[src/rtl/wkp_pkg.sv]
package wkp_pkg;

    parameter int unsigned WKP_PINS = 3;
    parameter int unsigned WKP_DW   = 8;
    parameter int unsigned WKP_AW   = 2;

    typedef enum logic [WKP_AW-1:0] {
        ADR_POLARITY = 2'd0,
        ADR_CONTROL  = 2'd1,
        ADR_OUTDATA  = 2'd2,
        ADR_STATUS   = 2'd3
    } wkp_addr_e;

    // writable-bit masks
    parameter logic [WKP_DW-1:0] MASK_POL  = 8'h07;
    parameter logic [WKP_DW-1:0] MASK_CTRL = 8'h77;
    parameter logic [WKP_DW-1:0] MASK_DOUT = 8'h07;
    parameter logic [WKP_DW-1:0] MASK_STAT = 8'h07;

    typedef struct packed {
        logic [WKP_DW-1:0] pol;
        logic [WKP_DW-1:0] ctrl;
        logic [WKP_DW-1:0] dout;
        logic [WKP_DW-1:0] stat;
    } wkp_regs_t;

    typedef struct packed {
        logic [WKP_PINS-1:0] wake;
    } wkp_top_t;

endpackage

[src/rtl/wkp_sync.sv]
module wkp_sync #(
    parameter int unsigned W = 3
) (
    input  logic         clk,
    input  logic         rst_n,
    input  logic [W-1:0] d,
    output logic [W-1:0] q
);
    typedef struct packed {
        logic [W-1:0] st1;
        logic [W-1:0] st2;
    } sync_t;

    sync_t s_d, s_q;

    always_comb begin
        s_d     = s_q;
        s_d.st1 = d;
        s_d.st2 = s_q.st1;
    end

    always_ff @(posedge clk or negedge rst_n) begin
        if (!rst_n) s_q <= '0;
        else        s_q <= s_d;
    end

    assign q = s_q.st2;
endmodule

[src/rtl/wkp_debounce.sv]
module wkp_debounce #(
    parameter int unsigned LIMIT = 4
) (
    input  logic clk,
    input  logic rst_n,
    input  logic raw,
    output logic rise
);
    localparam int unsigned CNT_W = $clog2(LIMIT + 1);
    localparam logic [CNT_W-1:0] LAST = CNT_W'(LIMIT - 1);

    typedef struct packed {
        logic             level;
        logic [CNT_W-1:0] cnt;
    } db_t;

    db_t s_d, s_q;

    always_comb begin
        s_d  = s_q;
        rise = 1'b0;
        if (raw == s_q.level) begin
            s_d.cnt = '0;
        end else if (s_q.cnt == LAST) begin
            s_d.level = raw;
            s_d.cnt   = '0;
            rise      = raw;
        end else begin
            s_d.cnt = s_q.cnt + 1'b1;
        end
    end

    always_ff @(posedge clk or negedge rst_n) begin
        if (!rst_n) s_q <= '0;
        else        s_q <= s_d;
    end

    // the filtered level may move only once the counter has run its full window
    assert_window_R6: assert property (@(posedge clk) disable iff (!rst_n)
        !$stable(s_q.level) |-> ($past(s_q.cnt) == LAST));

    // a filtered change always follows a counter that was moving
    assert_hold_R7: assert property (@(posedge clk) disable iff (!rst_n)
        (s_q.cnt != '0) |-> (raw != s_q.level) || $stable(s_q.level) || (s_q.cnt == '0));
endmodule

[src/rtl/wkp_regfile.sv]
module wkp_regfile
    import wkp_pkg::*;
(
    input  logic                clk,
    input  logic                rst_n,
    input  logic                we,
    input  logic [WKP_AW-1:0]   addr,
    input  logic [WKP_DW-1:0]   wdata,
    output logic [WKP_DW-1:0]   rdata,
    input  logic [WKP_PINS-1:0] stat_set,
    output logic [WKP_PINS-1:0] pol,
    output logic [WKP_PINS-1:0] dir,
    output logic [WKP_PINS-1:0] en,
    output logic [WKP_PINS-1:0] dout,
    output logic [WKP_PINS-1:0] stat
);
    wkp_regs_t r_d, r_q;
    logic [WKP_DW-1:0] clr;

    always_comb begin
        r_d = r_q;
        clr = '0;
        if (we) begin
            unique case (wkp_addr_e'(addr))
                ADR_POLARITY: r_d.pol  = wdata & MASK_POL;
                ADR_CONTROL:  r_d.ctrl = wdata & MASK_CTRL;
                ADR_OUTDATA:  r_d.dout = wdata & MASK_DOUT;
                ADR_STATUS:   clr      = wdata & MASK_STAT;
                default: ;
            endcase
        end
        // a new event on the same edge beats the clear
        r_d.stat = (r_q.stat & ~clr) | {{(WKP_DW-WKP_PINS){1'b0}}, stat_set};
    end

    always_ff @(posedge clk or negedge rst_n) begin
        if (!rst_n) r_q <= '0;
        else        r_q <= r_d;
    end

    always_comb begin
        unique case (wkp_addr_e'(addr))
            ADR_POLARITY: rdata = r_q.pol;
            ADR_CONTROL:  rdata = r_q.ctrl;
            ADR_OUTDATA:  rdata = r_q.dout;
            default:      rdata = r_q.stat;
        endcase
    end

    assign pol  = r_q.pol[WKP_PINS-1:0];
    assign dir  = r_q.ctrl[WKP_PINS-1:0];
    assign en   = r_q.ctrl[4 +: WKP_PINS];
    assign dout = r_q.dout[WKP_PINS-1:0];
    assign stat = r_q.stat[WKP_PINS-1:0];

    generate
        for (genvar i = 0; i < WKP_PINS; i++) begin : g_chk
            assert_set_wins_R10: assert property (@(posedge clk) disable iff (!rst_n)
                stat_set[i] |=> stat[i]);
            assert_clear_R10: assert property (@(posedge clk) disable iff (!rst_n)
                (we && addr == ADR_STATUS && wdata[i] && !stat_set[i]) |=> !stat[i]);
        end
    endgenerate

    assert_reserved_R3: assert property (@(posedge clk) disable iff (!rst_n)
        (we && addr == ADR_CONTROL) |=> (r_q.ctrl[7] == 1'b0 && r_q.ctrl[3] == 1'b0));
endmodule

[src/rtl/wkp_smi_ctrl.sv]
module wkp_smi_ctrl
    import wkp_pkg::*;
#(
    parameter int unsigned CLK_HZ           = 100_000_000,
    parameter int unsigned SLOW_DEBOUNCE_US = 31,
    parameter int unsigned FAST_DEBOUNCE    = 4
) (
    input  logic                clk,
    input  logic                rst_n,
    input  logic                reg_we,
    input  logic [WKP_AW-1:0]   reg_addr,
    input  logic [WKP_DW-1:0]   reg_wdata,
    output logic [WKP_DW-1:0]   reg_rdata,
    input  logic [WKP_PINS-1:0] pin_in,
    output logic [WKP_PINS-1:0] pin_out,
    output logic [WKP_PINS-1:0] pin_oe,
    input  logic [WKP_PINS-1:0] wake_en,
    output logic [WKP_PINS-1:0] wake_evt,
    output logic                smi_req
);
    localparam int unsigned SLOW_CYC = (CLK_HZ / 1_000_000) * SLOW_DEBOUNCE_US;
    localparam int unsigned SLOW_PIN = WKP_PINS - 1;

    logic [WKP_PINS-1:0] pin_s, act, rise;
    logic [WKP_PINS-1:0] pol, dir, en, dout, stat;
    logic [WKP_PINS-1:0] hit;
    wkp_top_t s_d, s_q;

    wkp_sync #(.W(WKP_PINS)) i_sync (
        .clk   (clk),
        .rst_n (rst_n),
        .d     (pin_in),
        .q     (pin_s)
    );

    generate
        for (genvar i = 0; i < WKP_PINS; i++) begin : g_pin
            localparam int unsigned LIM = (i == SLOW_PIN) ? SLOW_CYC : FAST_DEBOUNCE;
            assign act[i] = pin_s[i] ^ pol[i];
            wkp_debounce #(.LIMIT(LIM)) i_db (
                .clk   (clk),
                .rst_n (rst_n),
                .raw   (act[i]),
                .rise  (rise[i])
            );

            assert_gate_R9: assert property (@(posedge clk) disable iff (!rst_n)
                $rose(stat[i]) |-> $past(en[i] && !dir[i]));
            assert_wake_R11: assert property (@(posedge clk) disable iff (!rst_n)
                wake_evt[i] |-> ($past(!en[i]) && !$past(wake_evt[i])));
        end
    endgenerate

    wkp_regfile i_regs (
        .clk      (clk),
        .rst_n    (rst_n),
        .we       (reg_we),
        .addr     (reg_addr),
        .wdata    (reg_wdata),
        .rdata    (reg_rdata),
        .stat_set (hit),
        .pol      (pol),
        .dir      (dir),
        .en       (en),
        .dout     (dout),
        .stat     (stat)
    );

    always_comb begin
        hit       = rise & ~dir & en;
        s_d       = s_q;
        s_d.wake  = rise & ~dir & ~en & wake_en;
    end

    always_ff @(posedge clk or negedge rst_n) begin
        if (!rst_n) s_q <= '0;
        else        s_q <= s_d;
    end

    assign wake_evt = s_q.wake;
    assign smi_req  = |stat;
    assign pin_oe   = dir;
    assign pin_out  = dout & dir;

    assert_req_R8: assert property (@(posedge clk) disable iff (!rst_n)
        $rose(smi_req) |-> $past(|(rise & en & ~dir)));
endmodule

[config.mk]
export PLATFORM = sky130hd
export DESIGN_NAME = wkp_smi_ctrl
export DESIGN_NICKNAME = d
export VERILOG_FILES = /design/src/rtl/wkp_pkg.sv /design/src/rtl/wkp_sync.sv /design/src/rtl/wkp_debounce.sv /design/src/rtl/wkp_regfile.sv /design/src/rtl/wkp_smi_ctrl.sv
export SDC_FILE = /design/constraint.sdc
export NUM_CORES = 1
export LEC_CHECK = 0
export BUFFER_PORTS_ARGS = -buffer_cell sky130_fd_sc_hd__buf_2
export CAP_MARGIN = 20
export CORE_MARGIN = 10
export CORE_UTILIZATION = 54
export DETAILED_ROUTE_END_ITERATION = 8
export GPL_TIMING_DRIVEN = 0
export MAX_ROUTING_LAYER = met4
export PLACE_DENSITY_LB_ADDON = 0.15
export SLEW_MARGIN = 40
export SYNTH_ARGS = -nofsm -noshare
export SYNTH_HDL_FRONTEND = slang
export SYNTH_SLANG_ARGS = --single-unit
[constraint.sdc]
create_clock -name clk -period 1.8 [get_ports clk]
set_input_delay 0.09 -clock clk [delete_from_list [all_inputs] [get_ports clk]]
set_output_delay 0.09 -clock clk [all_outputs]
set_load 0.02 [all_outputs]
==> results.md, run 1 <==
* Root Buffer Master: clkbuf_8
* Cells after Synth at 163
* Worst slew pin tran at 0.550 ns
* Power Dens Cells at 1120 nW/um^2
* Startpoint type of the worst setup path: flip-flop
* Period utilization at 86.1%
* Vias in the first global route at 1431
* Required @ worst endpoint at 2.01 ns
* Sequential cell area at 1130 sq um
* DIE WIDTH at 81.5 microns
* Sequential area share after synthesis at 55.2%
* Final worst slack at 0.250 ns
* Gr usage total at 13.3%
* Worst R2R Start: g_pin[2].i_db.s_q[0]
* Total Power at 2690 uW
* Share of cells above drive strength 1 at 31.1%
* Synth Cell Area at 2040 sq um
* Placement Cell Area at 2260 sq um
* Final setup vio count at 0
* Core box area at 3660 sq um
* GPL Wtd Cong at 0.788
* Setup Buffers After CTS at 0
* Total Neg Setup Slack at 0 ns
* Area grow syn2layout at 18.3%
* Critical path capture point type: flip-flop
* Primary FF master, synth: dfrtp_1
* Max Cap Violations at 0
* Post-route ant nets at 0
* Post-synth EDFFs at 0
* # DRC at 0
* Total number of vias at 1389
* Std cell rows at 22
* Syn. warnings at 0
* Hold_buf cts at 4
* Post-Layout Cell Count at 254
* Antenna violations before repair at 0
* CTS Buf Count at 5
* Post_cts resized at 0
* Worst Path Arrival at 1.76 ns
* Port Buf Inserts at 30
* Total grt overflow at 0
* Most common cell after layout, fill and taps aside: dfrtp_1
* Setup WS pre-CTS at 0.250 ns
* Crit Path Class: flip-flop to flip-flop
* Unrepaired setup endpoints after global routing: no
* TritonRoute pass-1 iters at 4
* Clk buf depth at 2
* F_max at 0.645 GHz
* Final wirelength at 3.95 mm
* Area of the die at 6630 sq um
* Relative slew slack at 63.4%
* Hold Crit Class: input pin to flip-flop
* Clk_skew at 0.00362 ns
* CTS clock-pin slew for the worst setup and hold paths at 0.08 ns
* Hold Violations, Final at 0
* I/O pins at 37
* Mean Syn Cell Area at 12.5 sq um
* Outcome: complete, no violations
* Initial Util at 55.7%
* TritonCTS clock tree: done
* CP Launch Point: g_pin[2].i_db.s_q[0]
* Multi-input logic area at 843 sq um
* DP HPWL at 2.99 mm
* Number of synthesized register bits at 45
* Largest net degree at the start of global routing at 46
* Final Cell Area at 2410 sq um
* Final Critical Period at 1.55 ns
* Drt initial violations at 45
* DR vias/cell at 5.47
* Clk_lat worst skew at 0.29 ns
* Layout Nets at 227
* Die height at 81.5 microns
* # diodes at 0
* Unique cell type count in the Yosys netlist at 35
* CTS HTree Levels at 2
* Peak supply drop at 0.650 mV
* Inst Count DP at 242
* CP Max Fanout at 6
* Most frequent cells in the layout: 45 x dfrtp_1, 31 x buf_2, 14 x mux2_2, 7 x a21oi_1, 7 x nor2_1
* WL per Instance at 15.6 microns
* CTS sink cnt at 45
* FFs w/ async S/R, synth at 100%
* Max-slew violations at 0
* Worst Min Path Start: reg_wdata[5]
* Leak Pwr at 0.00113 uW
* FILL cells at 304
* First-pass GRT wire length at 6.71 mm
stage by stage:
stage | hold WS, ns | utilization, %
after floorplan | -0.206 | -
after global placement | 0.199 | 61.6
after detailed placement | 0.119 | 61.6
after CTS | 0.0186 | 65.9
after global routing | 0.0117 | 65.9
final | 0.0282 | 65.9
worst paths after layout:
check,cells after the start,endpoint,slack [ns]
worst max-delay path,4,g_pin[2].i_db.s_q[10],0.25
worst min-delay path,2,i_regs.en[1],0.03
worst max register to register,4,g_pin[2].i_db.s_q[10],0.25
worst min register to register,0,i_sync.q[0],0.35
max in group asynchronous,2,g_pin[2].i_db.s_q[8],1.10
min in group asynchronous,2,i_regs.dout[1],0.32
report_power, final:
part / switching, uW / total [uW] / internal [uW]
Clock: 316 / 768 / 452
Combinational: 318 / 624 / 307
Sequential: 133 / 1300 / 1170
Total: 766 / 2690 / 1930
area by class of cell:
class,instances,area share (%)
Buffer,8,2.59
Tap cell,48,2.49
Sequential cell,45,46.7
Timing Repair Buffer,34,7.99
Clock buffer,7,3.58
Clock inverter,1,1.24
Inverter,3,0.467
Multi-Input combinational cell,108,35.0
state kept, by name (all words and copies together), names as in the netlist:
register / flops
i_regs.pol: 3
i_regs.stat: 3
wake_evt: 3
i_regs.en: 3
i_sync.s_d: 3
i_regs.dout: 3
g_pin.i_db.s_q: 21
i_sync.q: 3
i_regs.dir: 3
Yosys cell counts (5+ instances only):
cell type	n	area (sq um)
a21oi_1	7	35.0
and2_1	6	37.5
buf_4	5	37.5
dfrtp_1	45	1130
mux2_2	14	158
nand2_1	6	22.5
nand3_1	5	25.0
nor2_1	7	26.3
o31ai_1	5	37.5
xor2_1	5	43.8
per-layer routing:
metal	vias to the layer above	GRT usage, %	part of all wire (%)
met4	0	4.67	1.3
met2	34	22.0	49
li1	672	-	-
met5	-	-	0
met3	6	4.69	8.4
met1	677	14.6	41
worst max-delay path, cell delays in order, from the launching register on:
cell and delay, ns:
dfrtp_1 0.38, ha_1 0.23, nand2_1 0.16, or4_1 0.53, a21oi_1 0.17
cell families after synthesis:
| family | share of synthesized area, % |
|---|---|
| AO/OA/AOI/OAI | 5.83 |
| AND/OR/NAND/NOR | 17.7 |
| buffers and inverters | 3.62 |
| XOR/XNOR | 4.54 |
| other | 0.184 |
| adder cells (fa/ha/maj) | 1.84 |
| multiplexers | 11.0 |
| flip-flops | 55.2 |
No activity file was read; power rests on OpenSTA's default activity.
==> inputs of run 2 (changes only) <==
Settings changed: CAP_MARGIN 20 to 15, CORE_UTILIZATION 54 to 49.
Clock period 1.8 ns to 1.4 ns, I/O delays scaled along.
==> results.md, run 2 (synthesis results as in run 1) <==
* Outcome: finished with violations
* Failing checks: negative setup slack
* Final worst slack at -0.0354 ns (-0.286 ns)
* Die height at 84.5 microns (+3.8%)
* FF-to-FF End: g_pin[2].i_db.s_q[8]
* Initial Util at 51.0% (-4.7 points)
* TritonRoute pass-1 iters at 4 (unchanged)
* # DRC at 0 (unchanged)
* Max-slew violations at 0 (unchanged)
* Most common cell after layout, fill and taps aside: dfrtp_1
* Clk_lat worst skew at 0.30 ns (about the same)
* CTS HTree Levels at 2 (unchanged)
* Share of cells above drive strength 1 at 42.1% (+11 points)
* Std cell rows at 23 (+4.5%)
* Slowest CP cell: dfrtp_1
* Final setup vio count at 14 (+14)
* Reg2Reg Setup Slack at -0.04 ns (-0.29 ns)
* Relative slew slack at 63.1% (-0.22 points)
* DR vias/cell at 5.35 (-2.1%)
* Delay-heaviest family, CP: flip-flops
* First-pass GRT wire length at 7.38 mm (+10%)
* Drt initial violations at 64 (+42%)
* Hold Crit Class: input pin to flip-flop
* Worst Path Arrival at 1.66 ns (-0.10 ns)
* Leak Pwr at 0.00122 uW (+7.8%)
* DIE WIDTH at 84.5 microns (+3.8%)
* WP buf/inv at 1 (+1)
* DP HPWL at 3.04 mm (+1.4%)
* Required @ worst endpoint at 1.63 ns (-0.38 ns)
* FILL cells at 306 (+0.66%)
* Clk_skew at 0.00840 ns (+0.00478 ns)
* Peak supply drop at 0.903 mV (+39%)
* FF-to-FF path depth at 5 (+1)
* CTS sink cnt at 45 (unchanged)
* Final Critical Period at 1.44 ns (-0.114 ns)
* WL per Instance at 16.4 microns (+5.4%)
* Startpoint type of the worst setup path: flip-flop
* Vias in the first global route at 1509 (+5.5%)
* Max Cap Violations at 0 (unchanged)
* Inst Count DP at 244 (+0.83%)
* Setup WS pre-CTS at -0.125 ns (-0.375 ns)
* Worst Min Path Start: wake_en[1]
* TritonCTS clock tree: done
* Largest register FFs at 21 (unchanged)
* Area of the die at 7140 sq um (+7.7%)
* WHS Path Cells at 2 (unchanged)
* Gr usage total at 12.9% (-0.44 points)
* Unrepaired setup endpoints after global routing: yes
* CP Max Fanout at 10 (+4)
* Core box area at 4000 sq um (+9.3%)
* Top reg by flops: g_pin.i_db.s_q
* Power Dens Cells at 1450 nW/um^2 (+30%)
* Crit Path Class: flip-flop to flip-flop
* CTS clock-pin slew for the worst setup and hold paths at 0.08 ns (about the same)
* Clk buf depth at 2 (unchanged)
* Root Buffer Master: clkbuf_8
* Hold Violations, Final at 0 (unchanged)
* GPL Wtd Cong at 0.805 (+2.1%)
* Period utilization at 103% (+16 points)
* Cells along the critical path: ha_4 > and4b_1 > a31o_2 > buf_8 > a21oi_1
* Largest net degree at the start of global routing at 46 (unchanged)
* Port Buf Inserts at 30 (unchanged)
* Most frequent cells in the layout: 40 x dfrtp_1, 28 x buf_2, 18 x buf_4, 14 x mux2_2
* Layout Nets at 242 (+6.6%)
* Area grow syn2layout at 29.3%
* Final wirelength at 4.44 mm (+12%)
* I/O pins at 37 (unchanged)
* Critical path capture point type: flip-flop
* Max incr delay on CP at 0.43 ns (-0.10 ns)
* Antenna violations before repair at 0 (unchanged)
* Worst Hold End: wake_evt[1]
* Post-Layout Cell Count at 271 (+6.7%)
* CTS Buf Count at 5 (unchanged)
* Post-route ant nets at 0 (unchanged)
* # diodes at 0 (unchanged)
* F_max at 0.697 GHz (+8.0%)
* Worst R2R Start: g_pin[2].i_db.s_q[0]
* Total grt overflow at 0 (unchanged)
* Worst slew pin tran at 0.553 ns (+0.00336 ns)
* Total number of vias at 1451 (+4.5%)
==> run 2: cell types whose count changed in the layout (fill, tap and decap cells not counted), moves of 2 or more <==
cell / before / now
a21oi_2: 0 / 3
buf_6: 0 / 3
dlygate4sd3_1: 4 / 7
dfrtp_2: 0 / 5
dfrtp_1: 45 / 40
nand3_1: 5 / 3
buf_2: 31 / 28
a21oi_1: 7 / 4
nand3_2: 0 / 2
buf_4: 6 / 18
==> run 2: layout make-up <==
cell class	instances	area (sq um)	share of cell area, %
Buffer	8	62.6	2.37
Clock buffer	5	68.8	2.61
Clock inverter	3	65.1	2.47
Inverter	3	11.3	0.427
Multi-Input combinational cell	108	903	34.3
Sequential cell	45	1130	42.9
Tap cell	50	62.6	2.37
Timing Repair Buffer	49	332	12.6
==> run 2: what timing repair did <==
item | CTS | global route
hold buffers | 7 | 0
endpoints found under the setup margin | 16 | 23
setup buffers | 7 | 5
endpoints found under the hold margin | 51 | 0
resized for setup | 20 | 3
pin swaps | 2 | 2
==> run 2: layer usage <==
layer	GRT usage, %	part of all wire, %
met4	4.04	1.2
met1	14.8	44
met3	4.35	4.7
met5	-	0
met2	20.7	50
==> run 2: worst max path at each step <==
stage                              start               endpoint  slack, ns  cells after the start
floorplan           g_pin[2].i_db.s_q[0]  g_pin[2].i_db.s_q[12]      0.003                      4
global placement    g_pin[2].i_db.s_q[0]  g_pin[2].i_db.s_q[12]      -0.07                      4
detailed placement  g_pin[2].i_db.s_q[0]  g_pin[2].i_db.s_q[10]      -0.13                      4
CTS                 g_pin[2].i_db.s_q[0]   g_pin[2].i_db.s_q[9]      -0.05                      5
global route        g_pin[2].i_db.s_q[0]   g_pin[2].i_db.s_q[9]      -0.08                      5
finish              g_pin[2].i_db.s_q[0]   g_pin[2].i_db.s_q[8]      -0.04                      5
==> run 2: report_power, final <==
group / switching (uW) / internal, uW / total [uW]
Sequential: 175 / 1500 / 1680
Combinational: 474 / 523 / 997
Clock: 430 / 708 / 1140
==> run 2: metrics by stage <==
| stage | hold WS (ns) | util, % | TNS, ns | area (sq um) | power, uW |
|---|---|---|---|---|---|
| after floorplan | -0.226 | - | 0 | 2040 | 2240 |
| after global placement | 0.178 | 56.4 | -0.410 | 2260 | 2450 |
| after detailed placement | 0.0996 | 56.5 | -0.908 | 2260 | 2510 |
| after CTS | 0.00363 | 64.6 | -0.552 | 2580 | 3800 |
| after global routing | 0.00630 | 65.9 | -1.09 | 2640 | 4030 |
| final | 0.0111 | 65.9 | -0.282 | 2640 | 3820 |
==> run 2: worst register-to-register path, stage by stage (launching register included) <==
cell,delay [ns]
dfrtp_1,0.43
ha_4,0.20
and4b_1,0.24
a31o_2,0.24
buf_8,0.14
a21oi_1,0.12
==> inputs of run 3 (changes only) <==
Settings changed: ABC_AREA set to 1, CORE_UTILIZATION 49 to 50, MAX_ROUTING_LAYER met4 to unset.
==> results.md, run 3 <==
* Post-synth EDFFs at 0 (unchanged)
* Primary FF master, synth: dfrtp_1
* Reg2Reg Setup Slack at 0.1 ns (+0.13 ns)
* Cells along the critical path: inv_1 > o2111ai_1 > buf_2
* FFs w/ async S/R, synth at 100% (unchanged)
* Synth cell count leaders: 56 x nand2_1, 45 x dfrtp_1, 43 x nor2_1
* CTS HTree Levels at 2 (unchanged)
* Clk_lat worst skew at 0.30 ns (about the same)
* Area of the die at 7410 sq um (+3.7%)
* Clk_skew at 0.00391 ns (-0.00448 ns)
* Drt initial violations at 66 (+3.1%)
* Most frequent cells in the layout: 56 x nand2_1, 45 x dfrtp_1, 43 x nor2_1, 38 x inv_1, 31 x buf_2
* Top reg by flops: g_pin.i_db.s_q
* Post-synth top area share at 51.6% (-3.6 points)
* CTS sink cnt at 45 (unchanged)
* Met2 wire length at 1.94 mm (-13%)
* Sequential area share after synthesis at 51.6% (-3.6 points)
* Startpoint type of the worst setup path: flip-flop
* Layout Nets at 329 (+36%)
* Post-route ant nets at 0 (unchanged)
* Total Power at 3170 uW (-17%)
* Post-Layout Cell Count at 358 (+32%)
* Relative slew slack at 63.9% (+0.81 points)
* Unique cell type count in the Yosys netlist at 24 (-31%)
* Power Dens Cells at 1230 nW/um^2 (-15%)
* FILL cells at 377 (+23%)
* Cell taking the most area after synthesis: dfrtp_1
* Slowest CP cell: dfrtp_1
* Most common cell after layout, fill and taps aside: nand2_1
* TritonCTS clock tree: done
* Vias in the first global route at 1733 (+15%)
* First-pass GRT wire length at 7.67 mm (+4.0%)
* Port Buf Inserts at 32 (+6.7%)
* Crit Path Class: flip-flop to output port
* DIE WIDTH at 86.1 microns (+1.9%)
* Final worst slack at 0.0990 ns (+0.134 ns)
* GPL Wtd Cong at 0.876 (+8.9%)
* Cells after Synth at 259 (+59%)
* FF-to-FF End: g_pin[2].i_db.s_q[5]
* Total grt overflow at 0 (unchanged)
* Max Cap Violations at 0 (unchanged)
* Max incr delay on CP at 0.43 ns (about the same)
* Largest register FFs at 21 (unchanged)
* WHS Path Cells at 3 (+1)
* DP HPWL at 3.33 mm (+9.7%)
* Worst slew pin tran at 0.541 ns (-0.0121 ns)
* Gr usage total at 12.7% (-0.18 points)
* Root Buffer Master: clkbuf_8
* Most numerous cell in the Yosys netlist: nand2_1
* Final wirelength at 4.41 mm (-0.70%)
* Period utilization at 92.9% (-9.6 points)
* Largest net degree at the start of global routing at 46 (unchanged)
* Std cell rows at 23 (unchanged)
* Required @ worst endpoint at 1.33 ns (-0.30 ns)
* CP Launch Point: i_regs.dir[0]
* Synth Cell Area at 2180 sq um (+7.1%)
* Critical path capture point type: output port
* Syn. warnings at 0 (unchanged)
* Worst Min Path Start: reg_wdata[5]
* F_max at 0.769 GHz (+10%)
* Highest metal used: met4
* DR vias/cell at 4.78 (-11%)
* Final Critical Period at 1.30 ns (-0.134 ns)
* Die height at 86.1 microns (+1.9%)
* Final setup vio count at 0 (-14)
* Peak supply drop at 0.735 mV (-19%)
* Worst R2R Start: g_pin[2].i_db.s_q[1]
* Unrepaired setup endpoints after global routing: no
* Mean Syn Cell Area at 8.43 sq um (-33%)
* CP Max Fanout at 4 (-6)
* WL per Instance at 12.3 microns (-25%)
* WL met3 at 202 microns (-3.8%)
* Leak Pwr at 0.00137 uW (+12%)
* FF-to-FF path depth at 6 (+1)
* Share of cells above drive strength 1 at 21.1% (-21 points)
* Max-slew violations at 0 (unchanged)
* Number of synthesized register bits at 45 (unchanged)
* # diodes at 0 (unchanged)
* M1 WL at 2.23 mm (+15%)
* Total Neg Setup Slack at 0 ns (+0.282 ns)
* Dominant cells by area after synthesis: dfrtp_1 52%, nand2_1 9.6%, nor2_1 7.4%
* CTS Buf Count at 5 (unchanged)
* Setup WS pre-CTS at 0.00981 ns (+0.135 ns)
* Antenna violations before repair at 0 (unchanged)
* Outcome: complete, no violations
* Hold Crit Class: input pin to flip-flop
* # DRC at 0 (unchanged)
* Hold Violations, Final at 0 (unchanged)
* Worst Path Arrival at 1.23 ns (-0.43 ns)
* I/O pins at 37 (unchanged)
* Area grow syn2layout at 18.2%
* Clk buf depth at 2 (unchanged)
* Total number of vias at 1711 (+18%)
* Worst Hold End: i_regs.en[1]
* CTS clock-pin slew for the worst setup and hold paths at 0.09 ns (about the same)
* Initial Util at 53.1% (+2.1 points)
* Inst Count DP at 342 (+40%)
* TritonRoute pass-1 iters at 4 (unchanged)
* Core box area at 4120 sq um (+2.9%)
-- run 3: changes by cell type in the layout (fill, tap and decap cells not counted), moves of 6 or more --
cell,change
buf_4,-11
nor2_1,+36
inv_1,+35
and2_1,-6
nand3_1,+13
o21ai_0,+8
mux2_2,-12
nand2_1,+51
-- run 3: kinds of logic (layout without fill, tap and decap cells) --
kind of cell             Yosys count  in the layout  share of synthesized area (%)
AND/OR/NAND/NOR                  135            135                           28.4
XOR/XNOR                           7              7                           2.81
AO/OA/AOI/OAI                     22             22                           5.56
adder cells (fa/ha/maj)            3              3                           1.72
buffers and inverters             44             92                           8.77
flip-flops                        45             45                           51.6
multiplexers                       2              2                           1.03
other                              1              2                          0.172
-- run 3: power by group --
part           internal [uW]  total, uW  switching [uW]
combinational            313        778             465
sequential              1480       1600             119
clock                    345        788             443
-- run 3: per-stage QoR --
stage,util [%],hold WS [ns],area [sq um]
floorplan,-,-0.226,2190
global placement,58.6,0.178,2410
detailed placement,58.6,0.105,2410
CTS,62.4,0.00199,2570
global route,62.7,0.0436,2580
finish,62.7,0.0317,2580
-- run 3: cell type report --
type,count,area (sq um),area share (%)
multi-input combinational,171,875,33.9
timing repair buffer,40,240,9.31
inverter,38,143,5.53
sequential,45,1130,43.6
clock buffer,5,68.8,2.67
buffer,6,48.8,1.89
clock inverter,3,17.5,0.679
tap,50,62.6,2.42
-- run 3: worst max-delay path by stage --
stage	endpoint	slack, ns
5_1_grt	g_pin[2].i_db.s_q[2]	0.005
4_1_cts	g_pin[2].i_db.s_q[5]	0.05
3_5_place_dp	g_pin[2].i_db.s_q[0]	0.01
6_report	reg_rdata[0]	0.1
2_1_floorplan	g_pin[2].i_db.s_q[5]	0.16
3_3_place_gp	g_pin[2].i_db.s_q[5]	0.01
-- run 3: metal layers --
layer  track usage (%)  up-vias
met5                 0        -
met4              4.04        0
met3              4.54        5
met2              19.3       29
met1              16.4      786
li1                  -      891
-- run 3: what timing repair did --
item,CTS,global route
endpoints found under the hold margin,50,1
endpoints found under the setup margin,8,10
hold buffers,6,1
setup buffers,1,0
resized for setup,0,1
pin swaps,0,0
-- run 3: critical path, delay by kind of cell, from the launching register on --
family,cells,cell delay (ns)
AO/OA/AOI/OAI,1,0.21
buffers and inverters,2,0.30
flip-flops,1,0.43
